==> config.mk <==
export PLATFORM = sky130hd
export DESIGN_NAME = bootld_top
export DESIGN_NICKNAME = d
export VERILOG_FILES = /design/src/rtl/bootld_pkg.sv /design/src/rtl/bootld_ctrl.sv /design/src/rtl/bootld_dp.sv /design/src/rtl/bootld_top.sv
export SDC_FILE = /design/constraint.sdc
export NUM_CORES = 1
export LEC_CHECK = 0
export ABC_AREA = 0
export CORE_MARGIN = 2
export CORE_UTILIZATION = 39
export DETAILED_ROUTE_END_ITERATION = 10
export GPL_ROUTABILITY_DRIVEN = 0
export GPL_TIMING_DRIVEN = 0
export PLACE_DENSITY_LB_ADDON = 0.15
export SLEW_MARGIN = 40
export SYNTH_ARGS = -nofsm -noshare
export SYNTH_HDL_FRONTEND = slang
export SYNTH_SLANG_ARGS = --single-unit
export TNS_END_PERCENT = 20
==> constraint.sdc <==
create_clock -name clk -period 1.75 [get_ports clk]
set_input_delay 0.175 -clock clk [delete_from_list [all_inputs] [get_ports clk]]
set_output_delay 0.175 -clock clk [all_outputs]
set_load 0.03 [all_outputs]
==> src/rtl/bootld_pkg.sv <==
package bootld_pkg;

  typedef enum logic [1:0] {
    ST_STANDBY = 2'd0,
    ST_LOAD    = 2'd1,
    ST_FIRE    = 2'd2,
    ST_HALT    = 2'd3
  } ldState_t;

  // Strobes from control to the address/data path
  typedef struct packed {
    logic clearCnt;
    logic incCnt;
  } ldStrobe_t;

endpackage

==> src/rtl/bootld_ctrl.sv <==
module bootld_ctrl
  import bootld_pkg::*;
(
  input  logic      clk,
  input  logic      porN,
  input  logic      wakeIn,
  input  logic      rxValid,
  input  logic      lastByte,
  output ldStrobe_t strobe,
  output logic      startExec
);

  ldState_t stateQ, stateD;
  logic     wakeQ;
  logic     wakeRise;

  // wakeQ resets high so a level already high at release is not a rise
  always_ff @(posedge clk or negedge porN) begin
    if (!porN) wakeQ <= 1'b1;
    else       wakeQ <= wakeIn;
  end

  assign wakeRise = wakeIn && !wakeQ;

  always_comb begin
    stateD = stateQ;
    unique case (stateQ)
      ST_STANDBY: if (wakeRise) stateD = ST_LOAD;
      ST_LOAD:    if (rxValid && lastByte) stateD = ST_FIRE;
      ST_FIRE:    stateD = ST_HALT;
      ST_HALT:    stateD = ST_HALT;
      default:    stateD = ST_STANDBY;
    endcase
  end

  always_ff @(posedge clk or negedge porN) begin
    if (!porN) stateQ <= ST_STANDBY;
    else       stateQ <= stateD;
  end

  always_comb begin
    strobe.clearCnt = (stateQ == ST_STANDBY);
    strobe.incCnt   = (stateQ == ST_LOAD) && rxValid;
  end

  assign startExec = (stateQ == ST_FIRE);

  AST_LOAD_NEEDS_RISE: assert property (@(posedge clk) disable iff (!porN)
    (stateQ == ST_LOAD && $past(stateQ) == ST_STANDBY) |-> ($past(wakeIn) && !$past(wakeQ)));

  AST_HALT_STICKY: assert property (@(posedge clk) disable iff (!porN)
    (stateQ == ST_HALT) |=> (stateQ == ST_HALT));

  AST_START_ONE_CYCLE: assert property (@(posedge clk) disable iff (!porN)
    startExec |=> !startExec);

endmodule

==> src/rtl/bootld_dp.sv <==
module bootld_dp
  import bootld_pkg::*;
#(
  parameter int IMAGE_BYTES = 2048,
  parameter int DATA_W      = 8,
  parameter int BASE_ADDR   = 0,
  localparam int ADDR_W     = $clog2(IMAGE_BYTES)
) (
  input  logic              clk,
  input  logic              porN,
  input  ldStrobe_t         strobe,
  input  logic [DATA_W-1:0] rxData,
  output logic              memWrEn,
  output logic [ADDR_W-1:0] memAddr,
  output logic [DATA_W-1:0] memWrData,
  output logic              lastByte
);

  localparam logic [ADDR_W-1:0] LAST_IDX = ADDR_W'(IMAGE_BYTES - 1);
  localparam logic [ADDR_W-1:0] BASE     = ADDR_W'(BASE_ADDR);

  logic [ADDR_W-1:0] cntQ;

  always_ff @(posedge clk or negedge porN) begin
    if (!porN)                cntQ <= '0;
    else if (strobe.clearCnt) cntQ <= '0;
    else if (strobe.incCnt)   cntQ <= cntQ + 1'b1;
  end

  assign lastByte  = (cntQ == LAST_IDX);
  assign memWrEn   = strobe.incCnt;
  assign memAddr   = BASE + cntQ;
  assign memWrData = rxData;

  AST_ADDR_STEP: assert property (@(posedge clk) disable iff (!porN)
    memWrEn |=> (memAddr == $past(memAddr) + 1'b1));

  AST_ADDR_HOLD: assert property (@(posedge clk) disable iff (!porN)
    (!strobe.incCnt && !strobe.clearCnt) |=> $stable(memAddr));

  AST_STANDBY_AT_BASE: assert property (@(posedge clk) disable iff (!porN)
    strobe.clearCnt |=> (memAddr == BASE));

endmodule

==> src/rtl/bootld_top.sv <==
module bootld_top
  import bootld_pkg::*;
#(
  parameter int IMAGE_BYTES = 2048,
  parameter int DATA_W      = 8,
  parameter int BASE_ADDR   = 0,
  localparam int ADDR_W     = $clog2(IMAGE_BYTES)
) (
  input  logic              clk,
  input  logic              porN,
  input  logic              wakeIn,
  input  logic              rxValid,
  input  logic [DATA_W-1:0] rxData,
  output logic              memWrEn,
  output logic [ADDR_W-1:0] memAddr,
  output logic [DATA_W-1:0] memWrData,
  output logic              startExec,
  output logic [ADDR_W-1:0] startAddr
);

  ldStrobe_t strobe;
  logic      lastByte;

  bootld_ctrl ctrl_i (
    .clk       (clk),
    .porN      (porN),
    .wakeIn    (wakeIn),
    .rxValid   (rxValid),
    .lastByte  (lastByte),
    .strobe    (strobe),
    .startExec (startExec)
  );

  bootld_dp #(
    .IMAGE_BYTES (IMAGE_BYTES),
    .DATA_W      (DATA_W),
    .BASE_ADDR   (BASE_ADDR)
  ) dp_i (
    .clk       (clk),
    .porN      (porN),
    .strobe    (strobe),
    .rxData    (rxData),
    .memWrEn   (memWrEn),
    .memAddr   (memAddr),
    .memWrData (memWrData),
    .lastByte  (lastByte)
  );

  assign startAddr = ADDR_W'(BASE_ADDR);

  AST_START_AFTER_LAST: assert property (@(posedge clk) disable iff (!porN)
    $rose(startExec) |-> ($past(memWrEn) &&
      $past(memAddr) == ADDR_W'(BASE_ADDR + IMAGE_BYTES - 1)));

  AST_NO_WRITE_AT_START: assert property (@(posedge clk) disable iff (!porN)
    startExec |-> !memWrEn);

  AST_NO_START_WHILE_WRITING: assert property (@(posedge clk) disable iff (!porN)
    memWrEn |-> !startExec);

endmodule

== Word-level counts from Yosys, hierarchy flattened ==
Index checks and enable logic that the tools add are counted.
W data, S select, Z words.
Word-level totals
  memories kept: 0
  input port bits: 12
  logic and storage cells: 23
  bits in registers: 14
  bits in latches: 0
  bits in read-only memories: 0
  memory bits (writable): 0
Cells by class
  muxes and demuxes: 5
  equal/unequal tests: 6
  divide/modulo/power cells: 0
  multipliers: 0
  add/subtract/negate cells: 1
  magnitude comparators: 0
  bitwise operators: 0
  reductions and logical operators: 8
  shift-type cells: 0
Operator list (count)
  $mux W11: 2
  $add A11 B1 Y11 const B: 1
  $eq A11 B11 Y1 const B: 1
  $pmux W2 S3: 1
  $eq A2 B2 Y1 const B: 2
  $mux W2: 2
  $logic_and A1 B1 Y1: 3
  $eq A2 B1 Y1 const B: 1
  $logic_not A2 Y1: 1
  $ne A2 B1 Y1 const B: 1
  $ne A2 B2 Y1 const B: 1
  $reduce_and A2 Y1: 1
  $reduce_bool A2 Y1: 1
  $reduce_or A2 Y1: 1
  $logic_not A1 Y1: 1

== Logic depth before layout (Yosys ltp) ==
  depth after elaboration: 4
  depth in mapped cells: 4
  gate-level depth less buffers: 4

== By module ==
Synthesis repeated with hierarchy kept, for this count alone.
Unflattened totals
  cells, all modules: 89
  area total of the unflattened synthesis: 848.3 um2
By module, submodules not included
  bootld_dp: cells an instance 66, times used 1, area each 636.9 um2
  bootld_ctrl: cells an instance 11, times used 1, area each 125.1 um2
  bootld_top: cells an instance 12, times used 1, area each 86.3 um2

== Worst setup path after synthesis ==
OpenSTA, ideal clock, no wires.
  kind: register -> register
  start: register dp_i.cntQ[0]
  end: register dp_i.cntQ[10]
  arrival time: 1.426 ns
  cell stages (with the launch flop): 5
  path slack: 0.242 ns
  buffers on the path: 0
  clock period less this slack: 1.508 ns
  data required time: 1.668 ns
  cell sequence: dfrtp_1 ha_1 nand3_1 nor4_1 mux2i_1
On the way
  cells in the longest elaborated chain, start to end: 3
Ends and longest elaborated chain
  from (decl): line bootld_dp.sv:22  | logic [ADDR_W-1:0] cntQ;
  from (signal assigned): line bootld_dp.sv:27  | else if (strobe.incCnt) cntQ <= cntQ + 1'b1;
  $add A11 B1 Y11: line bootld_dp.sv:27
  $mux W11: line bootld_dp.sv:27
  $mux W11: line bootld_dp.sv:26  | else if (strobe.clearCnt) cntQ <= '0;
No other way between the ends. The select of a mux whose other input is x is not followed.
A chain may end at the register's enable or synchronous reset.

== Worst setup path after layout ==
  start: register ctrl_i.stateQ[1]
  end: output memWrEn
On the way
  cells in the longest elaborated chain, start to end: 2
Ends and longest elaborated chain
  from (decl): line bootld_ctrl.sv:13  | ldState_t stateQ, stateD;
  from (signal assigned): line bootld_ctrl.sv:38  | else stateQ <= stateD;
  $eq A2 B1 Y1: line bootld_ctrl.sv:43  | strobe.incCnt = (stateQ == ST_LOAD) && rxValid;
  $logic_and A1 B1 Y1: line bootld_ctrl.sv:43
  to (decl): line bootld_top.sv:14  | output logic memWrEn,
No other way between the ends.

==> results.md <==
- Actual slew at the worst max-slew pin: 0.6642 ns
- Static leakage: 0.5508 nW
- Layout cells sized above 1: 0.2031
- Final Slew Violations: 0
- Drt drc: 0
- Fin crit share: 0.9671
- Core Area: 0.002022 mm^2
- FMAX: 0.5909 GHz
- Die X: 50.78 um
- Initial antenna violation count: 0
- Dpl cells: 151
- Reg2reg start: dp_i.cntQ[0]
- RSZ-0062 raised after global routing: false
- Clock Tree Buf Depth: 2
- Final net count: 142
- Register-to-register setup slack: 0.26 ns
- Initial DRC count: 12
- Worst path required time: 1.57 ns
- Die ar.: 0.002578 mm^2
- Crit path largest cell delay: 0.42 ns
- Post-synthesis sequential area ratio: 0.4120
- Final cell count without fillers: 155
- Num CTS Buffers: 3
- Pre-Repair DR Iteration Count: 4
- Top cells by count, synth: 19 x buf_4, 13 x dfrtp_1, 8 x nand2_1, 8 x nand3_1, 4 x o21ai_0
- Clock Skews: 0.01075 ns
- Largest net degree at the start of global routing: 15
- Area grow syn2layout: 39.44%
- Path type of the worst setup path: register to primary output
- Initial Util: 0.4220
- Final core utilization: 0.5885
- Post-synth top area share: 0.3812
- Most instantiated library cell after synthesis: buf_4
- FF-to-FF End: dp_i.cntQ[10]
- DRT antenna net count: 0
- Vias/cell: 4.852
- Diode count: 0
- CTS Sinks: 14
- # hold bufs at CTS: 0
- Critical path, cell by cell: nand3b_4 > inv_1 > clkdlybuf4s15_1
- Worst r2r path cells: 4
- CTS resizes: 2
- Detail Placement HPWL: 1381 um
- Port buffer count: 24
- Final setup fails: 0
- CTS tree: yes
- Final WL: 1878 um
- Primary FF master, synth: dfrtp_1
- Asr flop ratio synth: 1.000
- Peak supply drop: 0.5082 mV
- Crit Path Max Fanout: 8
- Io pins: 44
- Min-delay worst type: input port to async pin
- Worst Setup Start Kind: register
- Yosys warnings: 0
- Gr ovfl total: 0
- Syn Area/Cell: 9.481 um^2
- Num rows: 16
- Vias in the first global route: 681
- Crit path time final: 1.692 ns
- Critical Path AT: 1.52 ns
- Max_slew headroom: 0.5558
- Final hold vios: 0
- All-Layer GR Usage: 0.1548
- Number of flops mapped to enable cells by yosys: 0
- Post-CTS Setup Inserts: 0
- Clk_lat worst skew: 0.29 ns
- Clk slew on worst S/H paths: 0.09 ns
- Synth Instances: 90
- Max-cap viol count: 0
- H-Tree Level Count: 1
- Register bit total from synthesis: 14
- Die H: 50.78 um
- Setup_tns: 0 ns
- Root Buffer: clkbuf_4
- Vias: 752
- Slowest stage cell, crit path: dfrtp_1
- Post-DR wirelength/cell: 12.12 um
- Largest area contributor in the netlist: dfrtp_1
- Status: completed
- Pwr per Cell Area: 959.2 mW/mm^2
- Area contributors post-synth: dfrtp_1 38%, buf_4 17%, nand3_1 4.7%, mux2i_1 3.5%, nand2_1 3.5%
- Synth unique cells: 31
- Synthesized area: 853.3 um^2
- Setup crit end kind: primary output
- First-pass GRT wire length: 3049 um
-- power breakdown --
group          internal, mW  total [mW]  switching (mW)
combinational         0.196       0.473           0.277
sequential            0.382       0.470          0.0874
clock                0.0886       0.198           0.110
total                 0.667        1.14           0.474
-- layout make-up --
class | instances | area [um^2]
plain buffers | 21 | 157.7
repair buffers | 24 | 239.0
well taps | 27 | 33.78
fillers | 180 | 832.0
multi-input cells | 62 | 370.4
clock buffers | 4 | 26.28
inverters | 3 | 11.26
flip-flops and latches | 14 | 351.6
-- state kept, by name, summed over array words and instances (netlist names) --
signal and flops:
dp_i.cntQ 11, ctrl_i.stateQ 2, ctrl_i.wakeQ 1
-- worst max-delay path by stage --
stage,to,depth (start not counted),start
finish,memWrEn,3,ctrl_i.stateQ[1]
detailed placement,memWrEn,4,rxValid
CTS,memWrEn,3,ctrl_i.stateQ[1]
global route,memWrEn,3,ctrl_i.stateQ[1]
floorplan,dp_i.cntQ[10],4,dp_i.cntQ[0]
global placement,memWrEn,4,rxValid
-- routing by layer --
| layer | up-vias | GRT usage | part of all wire |
|---|---|---|---|
| li1 | 365 | - | - |
| met4 | 0 | 0.04054 | 0.0043 |
| met3 | 2 | 0.05952 | 0.089 |
| met2 | 34 | 0.2566 | 0.50 |
| met5 | - | 0 | 0 |
| met1 | 351 | 0.1870 | 0.41 |
-- layout by cell type (no fill, tap or decap), types with 2 or more instances in the layout --
cell | Yosys | final
a21oi_1 | 3 | 3
buf_4 | 19 | 19
clkbuf_1 | 1 | 2
clkbuf_4 | 0 | 3
clkdlybuf4s50_1 | 0 | 22
conb_1 | 1 | 11
dfrtp_1 | 13 | 13
inv_1 | 3 | 3
mux2i_1 | 3 | 3
nand2_1 | 8 | 8
nand3_1 | 8 | 8
nor2_1 | 3 | 3
nor4_1 | 2 | 2
o21ai_0 | 4 | 4
o311ai_0 | 2 | 2
o41ai_1 | 2 | 2
or3_1 | 2 | 2
-- cells by family (layout without fill, tap and decap cells) --
group                      after synthesis  after routing  synth area share
buffers and inverters                   24             52            0.1979
and+or+nand+nor                         31             31            0.2038
AOI/OAI and AO/OA                       15             15            0.1217
DFF                                     14             14            0.4120
adders and majority gates                1              1           0.01466
muxes                                    3              3           0.03519
xor gates and xnor gates                 1              1           0.01027
other                                    1             11          0.004395
-- per-stage QoR --
step / power [mW] / instance area (um^2) / hold WS (ns) / worst slack [ns]
after global placement: 0.9362 / 1165 / 0.4841 / -0.1696
after floorplan: 0.7558 / 890.9 / -0.1206 / 0.2423
after global routing: 1.199 / 1190 / 0.3300 / 0.01066
after CTS: 1.149 / 1189 / 0.2938 / 0.02808
final: 1.141 / 1190 / 0.2834 / 0.05757
after detailed placement: 0.9499 / 1165 / 0.5031 / -0.1996
-- worst max-delay path: cells and delay by family, from the launching register on --
family | cells | cell delay [ns]
flip-flops | 1 | 0.42
AND/OR/NAND/NOR | 1 | 0.22
buffers and inverters | 2 | 0.60
(Power assumes the default switching activity.)
